**src/rtl/dwell_trig_pkg.sv**
```systemverilog
package dwell_trig_pkg;

  localparam logic MODE_LONGER  = 1'b0;
  localparam logic MODE_SHORTER = 1'b1;

  // one channel's contribution to the pattern
  function automatic logic chan_ok(input logic s, input logic v, input logic c);
    return !c || (s == v);
  endfunction

  // one channel's contribution to the chained event stage
  // kind[0] enables rising, kind[1] enables falling
  function automatic logic chan_event(input logic en, input logic [1:0] kind,
                                      input logic prev, input logic cur,
                                      input logic glt);
    logic rose;
    logic fell;
    rose = !prev && cur;
    fell = prev && !cur;
    return en && (glt || (kind[0] && rose) || (kind[1] && fell));
  endfunction

endpackage

```
**src/rtl/dwell_pattern_match.sv**
```systemverilog
module dwell_pattern_match #(
  parameter int N_CH = 16
) (
  input  logic [N_CH-1:0] smp,
  input  logic [N_CH-1:0] pat_val,
  input  logic [N_CH-1:0] pat_care,
  output logic            hit
);
  logic [N_CH-1:0] ch_ok;

  for (genvar i = 0; i < N_CH; i++) begin : g_ch
    assign ch_ok[i] = dwell_trig_pkg::chan_ok(smp[i], pat_val[i], pat_care[i]);
  end

  assign hit = &ch_ok;
endmodule

```
**src/rtl/dwell_edge_detect.sv**
```systemverilog
module dwell_edge_detect #(
  parameter int N_CH = 16
) (
  input  logic              clk,
  input  logic              rst_n,
  input  logic [N_CH-1:0]   smp,
  input  logic [N_CH-1:0]   glitch,
  input  logic [N_CH-1:0]   edge_en,
  input  logic [2*N_CH-1:0] edge_kind,
  output logic              edge_hit
);
  logic [N_CH-1:0] prev_q;
  logic [N_CH-1:0] ch_evt;

  always_ff @(posedge clk or negedge rst_n) begin
    if (!rst_n) prev_q <= '0;
    else        prev_q <= smp;
  end

  for (genvar i = 0; i < N_CH; i++) begin : g_ch
    assign ch_evt[i] = dwell_trig_pkg::chan_event(edge_en[i], edge_kind[2*i +: 2],
                                                  prev_q[i], smp[i], glitch[i]);
  end

  assign edge_hit = |ch_evt;
endmodule

```
**src/rtl/dwell_run_timer.sv**
```systemverilog
module dwell_run_timer #(
  parameter int DUR_W     = 16,
  parameter int GAP_TICKS = 2
) (
  input  logic             clk,
  input  logic             rst_n,
  input  logic             raw_hit,
  input  logic [DUR_W-1:0] dur_limit,
  output logic             eff_hit,
  output logic [DUR_W-1:0] run_len,
  output logic [DUR_W-1:0] len_next,
  output logic             short_end,
  output logic             in_gap
);
  localparam int              GAP_W   = $clog2(GAP_TICKS + 1);
  localparam logic [DUR_W-1:0] RUN_MAX = {DUR_W{1'b1}};

  function automatic logic [DUR_W-1:0] sat_inc(input logic [DUR_W-1:0] v);
    return (v == RUN_MAX) ? v : v + DUR_W'(1);
  endfunction

  logic [DUR_W-1:0] run_q;
  logic [GAP_W-1:0] gap_q;
  logic [GAP_W-1:0] gap_d;

  assign in_gap    = (gap_q != '0);
  assign eff_hit   = raw_hit && !in_gap;
  assign len_next  = eff_hit ? sat_inc(run_q) : '0;
  assign short_end = !eff_hit && (run_q != '0) && (run_q < dur_limit);
  assign run_len   = run_q;

  always_comb begin
    if (short_end)   gap_d = GAP_W'(GAP_TICKS);
    else if (in_gap) gap_d = gap_q - GAP_W'(1);
    else             gap_d = '0;
  end

  always_ff @(posedge clk or negedge rst_n) begin
    if (!rst_n) begin
      run_q <= '0;
      gap_q <= '0;
    end else begin
      run_q <= len_next;
      gap_q <= gap_d;
    end
  end
endmodule

```
**src/rtl/dwell_trigger.sv**
```systemverilog
module dwell_trigger #(
  parameter int N_CH      = 16,
  parameter int DUR_W     = 16,
  parameter int GAP_TICKS = 2
) (
  input  logic              clk,
  input  logic              rst_n,
  input  logic [N_CH-1:0]   smp_in,
  input  logic [N_CH-1:0]   glitch_in,
  input  logic [N_CH-1:0]   pat_val,
  input  logic [N_CH-1:0]   pat_care,
  input  logic [DUR_W-1:0]  dur_limit,
  input  logic              mode_shorter,
  input  logic              chain_en,
  input  logic [N_CH-1:0]   edge_en,
  input  logic [2*N_CH-1:0] edge_kind,
  input  logic              arm,
  input  logic              ext_arm,
  output logic              trig
);
  import dwell_trig_pkg::*;

  logic             raw_hit;
  logic             eff_hit;
  logic [DUR_W-1:0] run_len;
  logic [DUR_W-1:0] len_next;
  logic             short_end;
  logic             in_gap;
  logic             edge_hit;
  logic             dwell_met;
  logic             event_c;
  logic             fire_c;
  logic             armed_q;
  logic             trig_q;

  dwell_pattern_match #(.N_CH(N_CH)) u_match (
    .smp      (smp_in),
    .pat_val  (pat_val),
    .pat_care (pat_care),
    .hit      (raw_hit)
  );

  dwell_run_timer #(.DUR_W(DUR_W), .GAP_TICKS(GAP_TICKS)) u_timer (
    .clk       (clk),
    .rst_n     (rst_n),
    .raw_hit   (raw_hit),
    .dur_limit (dur_limit),
    .eff_hit   (eff_hit),
    .run_len   (run_len),
    .len_next  (len_next),
    .short_end (short_end),
    .in_gap    (in_gap)
  );

  dwell_edge_detect #(.N_CH(N_CH)) u_edge (
    .clk       (clk),
    .rst_n     (rst_n),
    .smp       (smp_in),
    .glitch    (glitch_in),
    .edge_en   (edge_en),
    .edge_kind (edge_kind),
    .edge_hit  (edge_hit)
  );

  assign dwell_met = (len_next > dur_limit);

  always_comb begin
    if (mode_shorter == MODE_SHORTER) event_c = short_end;
    else if (chain_en)                event_c = dwell_met && edge_hit;
    else                              event_c = dwell_met;
  end

  assign fire_c = armed_q && event_c;

  always_ff @(posedge clk or negedge rst_n) begin
    if (!rst_n) begin
      armed_q <= 1'b0;
      trig_q  <= 1'b0;
    end else begin
      armed_q <= fire_c ? 1'b0 : (armed_q || arm || ext_arm);
      trig_q  <= fire_c;
    end
  end

  assign trig = trig_q;
endmodule

```
**config.mk**
```make
export PLATFORM = sky130hd
export DESIGN_NAME = dwell_trigger
export DESIGN_NICKNAME = d
export VERILOG_FILES = /design/src/rtl/dwell_trig_pkg.sv /design/src/rtl/dwell_pattern_match.sv /design/src/rtl/dwell_edge_detect.sv /design/src/rtl/dwell_run_timer.sv /design/src/rtl/dwell_trigger.sv
export SDC_FILE = /design/constraint.sdc
export NUM_CORES = 1
export LEC_CHECK = 0
export BUFFER_PORTS_ARGS = -buffer_cell sky130_fd_sc_hd__buf_2
export CORE_ASPECT_RATIO = 0.7
export CORE_MARGIN = 1
export CORE_UTILIZATION = 43
export DETAILED_ROUTE_END_ITERATION = 6
export GPL_TIMING_DRIVEN = 0
export PLACE_DENSITY = 0.77
export SYNTH_ARGS = -nofsm -noshare
export SYNTH_HDL_FRONTEND = slang
export SYNTH_HIERARCHICAL = 1
export SYNTH_SLANG_ARGS = --single-unit
```
**constraint.sdc**
```tcl
create_clock -name clk -period 3.1 [get_ports clk]
set_input_delay 0.31 -clock clk [delete_from_list [all_inputs] [get_ports clk]]
set_output_delay 0.31 -clock clk [all_outputs]
set_load 0.01 [all_outputs]
```
==> results of run 1 <==
==> per-stage QoR <==
stage	worst slack (ns)	power, mW	instance area (sq um)	utilization
finish	-0.0203	1.06	4200	0.651
global route	-0.0778	1.11	4200	0.651
CTS	0.000650	1.06	4030	0.624
detailed placement	-0.458	0.715	3760	0.583
global placement	-0.315	0.705	3760	0.583
floorplan	0.0948	0.583	2980	-
==> power groups by stage <==
stage	Clock [mW]	Sequential, mW	Combinational [mW]
global placement	0	0.496	0.209
floorplan	0	0.496	0.0872
detailed placement	0	0.497	0.218
CTS	0.353	0.488	0.223
finish	0.348	0.488	0.228
global route	0.373	0.489	0.252
==> layout by cell type, fill, tap and decap left out, drive strengths merged, types with 6 or more instances in the layout <==
| master | count |
|---|---|
| a21oi | 15 |
| clkbuf | 6 |
| ha | 33 |
| or4 | 7 |
| xor2 | 18 |
| o21ai | 7 |
| nand2 | 17 |
| a31oi | 6 |
| buf | 154 |
| a22oi | 8 |
| inv | 38 |
| and3b | 32 |
| o31ai | 21 |
| nor2 | 12 |
| nand4 | 14 |
| dfrtp | 36 |
==> what timing repair did <==
item	in CTS	in global routing
pin swaps	5	13
cloned	0	0
resized for setup	23	20
endpoints found under the setup margin	2	2
buffers inserted	12	7
==> metal layers <==
metal,global-route usage,part of all wire
met1,0.346,0.45
met5,0,0
met3,0.0605,0.077
met2,0.441,0.46
met4,0.0725,0.016
==> critical path, delay by kind of cell (launching register included) <==
family,cells,cell delay (ns)
DFF,1,0.40
AOI/OAI and AO/OA,4,1.04
adders and majority gates,1,0.32
and+or+nand+nor,5,1.25
==> worst paths after layout <==
| path | from | end | slack (ns) |
|---|---|---|---|
| worst max-delay path | u_timer/run_len[7] | armed_q | -0.02 |
| worst min-delay path | rst_n | u_edge/prev_q[2] | 0.10 |
| worst max register to register | u_timer/run_len[7] | armed_q | -0.02 |
| worst min register to register | armed_q | armed_q | 0.52 |
| max in group asynchronous | rst_n | u_timer/run_len[9] | 2.41 |
| min in group clk | smp_in[4] | u_edge/prev_q[4] | 0.16 |
==> flip-flops by register name, indices dropped and copies added, names as in the netlist <==
signal / cells
u_timer/run_len: 16
u_timer/gap_q: 2
armed_q: 1
trig: 1
u_edge/prev_q: 16
==> final cells by class <==
cell class	count	area, sq um	share of cell area
Buffer	2	15.0	0.00357
Clock buffer	5	68.8	0.0164
Clock inverter	3	21.3	0.00506
Inverter	37	139	0.0330
Multi-Input combinational cell	241	2120	0.504
Sequential cell	36	912	0.217
Tap cell	91	114	0.0271
Timing Repair Buffer	153	813	0.194
==> out/qor.yml, run 1 <==
violations: "setup timing"
powerDensity_mw_per_mm2: 253
holdCritPathClass: "in -> async"
fp.dieW_microns: 101
pwr-share-seq: 0.459
tns_ns: -0.0203
drive_gt1_frac: 0.436
grt.total_usage: 0.264
worst_pin_slew_ns: 0.828
critPathLaunchType: "flop"
slowest_delay_ns: 0.57
syn-num-nets: 484
skew_ns: 0.0131
path_cells: "nand3_4 -> or3_4 -> o31ai_1 -> a31oi_4 -> ha_4 -> nand4_4 -> or4_4 -> a21o_1 -> a31oi_4 -> nor2_2"
clock_sinks: 36
drv_cap: 0
drt-total-wl_mm: 9.62
finalNetCount: 643
synthToLayoutAreaGrowth_pct: 41.1
p_switching_uw: 303
dr.pass1.iters: 5
status: "finished with violations"
fmax_mhz: 320
place_congestion: 0.894
io_buffers: 134
final_cells: 568
syn_area_sq_mm: 0.00298
grt_pass1_wl_mm: 14.5
viasPerCell: 5.65
place_inst: 542
grt_max_degree: 37
p_leak_nw: 2.17
die_area_sq_mm: 0.00727
dr.first_iter.drc_count: 173
endpoint_kind: "flop"
drc: 0
finalCriticalPeriod_ns: 3.12
relSlewSlack: 0.448
vias: 3208
p_int_uw: 761
io_pins: 135
cts_tree: "yes"
dieHeight_microns: 71.6
crit_slowest_cell: "or4_4"
cts_buffers: 5
rsz0062_at_grt: "true"
finalCritPeriodShare: 1.01
switching_share: 0.285
clock_latency_ns: 0.30
syn_area_per_cell_sq_um: 9.39
crit_top_cell: "a31oi_4"
postCtsHoldBufs: 0
antenna_found_initial: 0
hold_slack_ns: 0.101
p_comb_frac: 0.214
cp_data_required_time_ns: 3.29
cts_buffer_depth: 2
worstPathArrival_ns: 3.32
clk_pin_slew_ns: 0.08
start_util: 0.461
rr_worst_depth: 10
setup_violations: 1
ir_drop_mv: 0.192
synth_cells: 317
dpl.hpwl_mm: 7.58
path_max_fanout: 6
final_hold_viol_count: 0
grt_overflow: 0
cts_max_level: 2
wl_per_cell_microns: 16.9
slew_viol_final: 0
synth_warnings: 6
fillers: 544
grt_pass1_vias: 3155
setup_ws_ns: -0.0203
n_antenna_cell: 0
antenna_left: 0
clock_power_share: 0.327
cts_root_buffer: "clkbuf_8"
fp.coreArea_sq_mm: 0.00646
criticalPathCategory: "reg -> reg"
rows: 24
No activity file was read; power rests on OpenSTA's default activity.
==> run 2, diff against run 1 <==
--- a/config.mk
+++ b/config.mk
@@ -12,5 +12,5 @@
 export DETAILED_ROUTE_END_ITERATION = 6
 export GPL_TIMING_DRIVEN = 0
-export PLACE_DENSITY = 0.77
+export PLACE_DENSITY = 0.8
 export SYNTH_ARGS = -nofsm -noshare
 export SYNTH_HDL_FRONTEND = slang
==> constraint.sdc (replaced) <==
create_clock -name clk -period 3.1 [get_ports clk]
set_input_delay 0.465 -clock clk [delete_from_list [all_inputs] [get_ports clk]]
set_output_delay 0.465 -clock clk [all_outputs]
set_load 0.01 [all_outputs]
==> out/qor.yml, run 2 (synthesis gave the netlist of run 1 again) <==
drv_cap: 0  # unchanged
grt_pass1_vias: 3192  # was 3155
die_area_sq_mm: 0.00727  # unchanged
worst_pin_slew_ns: 0.824  # was 0.828 ns
fp.coreArea_sq_mm: 0.00646  # unchanged
crit_slowest_cell: "or4_4"  # unchanged
holdCritPathClass: "in -> async"  # unchanged
powerDensity_mw_per_mm2: 255  # was 253 mW/mm^2
critPathBufInv: 1  # was 0
viasPerCell: 5.68  # was 5.65
cts_max_level: 2  # unchanged
place_inst: 542  # unchanged
final_hold_viol_count: 0  # unchanged
io_buffers: 134  # unchanged
finalCritPeriodShare: 1.01  # about the same
path_cells: "ha_4 -> nand4_1 -> nor4_4 -> buf_4 -> o311ai_1 -> o41ai_2 -> ha_1 -> nand2_1 -> or4_4 -> a21o_1 -> a31oi_4 -> nor2_2"  # was nand3_4 -> or3_4 -> o31ai_1 -> a31oi_4 -> ha_4 -> nand4_4 -> or4_4 -> a21o_1 -> a31oi_4 -> nor2_2
hold_slack_ns: 0.262  # was 0.101 ns
drt-total-wl_mm: 9.94  # was 9.62 mm
dr.first_iter.drc_count: 218  # was 173
skew_ns: 0.00867  # was 0.0131 ns
dr.pass1.iters: 5  # unchanged
tns_ns: -0.0287  # was -0.0203 ns
slowest_delay_ns: 0.53  # was 0.57 ns
endpoint_kind: "flop"  # unchanged
ir_drop_mv: 0.178  # was 0.192 mV
relSlewSlack: 0.451  # was 0.448
antenna_found_initial: 0  # unchanged
final_cells: 566  # was 568
drive_gt1_frac: 0.436  # about the same
criticalPathCategory: "reg -> reg"  # unchanged
start_util: 0.461  # unchanged
cts_root_buffer: "clkbuf_8"  # unchanged
setup_ws_ns: -0.0287  # was -0.0203 ns
cts_buffer_depth: 2  # unchanged
clk_pin_slew_ns: 0.08  # about the same
cts_buffers: 5  # unchanged
cp_top_family: "compound AO/OA/AOI/OAI gates"  # was simple AND/OR/NAND/NOR gates
final_core_util: 0.644  # was 0.651
regArea_sq_um: 916  # was 912 sq um
fmax_mhz: 320  # about the same
critPathLaunchType: "flop"  # unchanged
cts_tree: "yes"  # unchanged
layout.cells.most_common_list: "buf_2 (135), inv_1 (37), and3b_1 (31)"  # was buf_2 (134), inv_1 (37), and3b_1 (31)
multi_input_area_sq_mm: 0.00208  # was 0.00212 sq mm
slew_viol_final: 0  # unchanged
finalCriticalPeriod_ns: 3.13  # was 3.12 ns
wl_per_cell_microns: 17.6  # was 16.9 microns
violations: "setup timing"  # unchanged
setup_violations: 1  # unchanged
antenna_left: 0  # unchanged
r2r-start: "u_timer/run_len[1]"  # was u_timer/run_len[7]
rr_worst_depth: 12  # was 10
dieHeight_microns: 71.6  # unchanged
fin_total_pwr_mw: 1.06  # about the same
n_antenna_cell: 0  # unchanged
status: "finished with violations"  # unchanged
clock_latency_ns: 0.29  # was 0.30 ns
grt.total_usage: 0.278  # was 0.264
dpl.hpwl_mm: 7.70  # was 7.58 mm
grt_overflow: 0  # unchanged
place_congestion: 0.845  # was 0.894
clock_sinks: 36  # unchanged
drc: 0  # unchanged
worstPathArrival_ns: 3.31  # was 3.32 ns
cp_data_required_time_ns: 3.29  # about the same
io_pins: 135  # unchanged
postCtsHoldBufs: 0  # unchanged
vias: 3216  # was 3208
p_leak_nw: 2.16  # was 2.17 nW
rows: 24  # unchanged
cp.depth: 12  # was 10
grt_pass1_wl_mm: 15.2  # was 14.5 mm
fillers: 540  # was 544
fp.dieW_microns: 101  # unchanged
grt_max_degree: 37  # unchanged
final_common_cell: "buf_2"  # unchanged
synthToLayoutAreaGrowth_pct: 39.6  # was 41.1%
finalNetCount: 641  # was 643
cp-startpoint: "u_timer/run_len[1]"  # was u_timer/run_len[7]
path_max_fanout: 5  # was 6
rsz0062_at_grt: "true"  # unchanged
==> run 2: cell types whose count changed in the layout (fill, tap and decap cells not counted), moves of 2 or more <==
cell / before / now
a21oi_2: 0 / 2
or4_4: 5 / 3
buf_4: 20 / 17
a21oi_4: 2 / 0
or4_1: 2 / 4
dfrtp_2: 9 / 12
dfrtp_1: 27 / 24
==> run 2: routing by layer <==
layer / track usage / wire (microns) / vias to the layer above
met5: 0 / 0 / -
met4: 0.0870 / 186 / 0
met3: 0.0507 / 751 / 23
met2: 0.466 / 4780 / 136
met1: 0.365 / 4220 / 1533
li1: - / - / 1524
==> run 2: final timing paths <==
path	endpoint	slack, ns
max	armed_q	-0.03
min	u_edge/prev_q[7]	0.26
max reg2reg	armed_q	-0.03
min reg2reg	armed_q	0.52
max in group asynchronous	u_timer/run_len[9]	2.26
min in group clk	u_edge/prev_q[14]	0.32
==> run 2: where the power goes <==
| group | switching, mW | leakage [nW] | internal [mW] | total [mW] |
|---|---|---|---|---|
| combinational | 0.111 | 1.67 | 0.120 | 0.231 |
| sequential | 0.00622 | 0.441 | 0.482 | 0.488 |
| clock | 0.186 | 0.0479 | 0.157 | 0.342 |
| total | 0.303 | 2.16 | 0.759 | 1.06 |
==> run 2: cell type report <==
type / count / share of cell area
Tap cell: 91 / 0.0274
Buffer: 2 / 0.00451
Inverter: 37 / 0.0334
Clock buffer: 5 / 0.0166
Clock inverter: 3 / 0.00451
Sequential cell: 36 / 0.220
Timing Repair Buffer: 151 / 0.192
Multi-Input combinational cell: 241 / 0.501
==> run 2: through the flow <==
stage,area [sq um],worst slack (ns)
3_5_place_dp,3760,-0.520
6_report,4160,-0.0287
5_1_grt,4160,-0.128
2_1_floorplan,2980,0.0948
4_1_cts,4020,0.00341
3_3_place_gp,3760,-0.495
==> run 2: what timing repair did <==
| action | in CTS | in global routing |
|---|---|---|
| endpoints found under the setup margin | 2 | 2 |
| resized for setup | 21 | 20 |
| setup buffers | 14 | 3 |
| gates cloned | 0 | 0 |
| pin swaps | 5 | 10 |
| hold endpoints to repair | 0 | 0 |
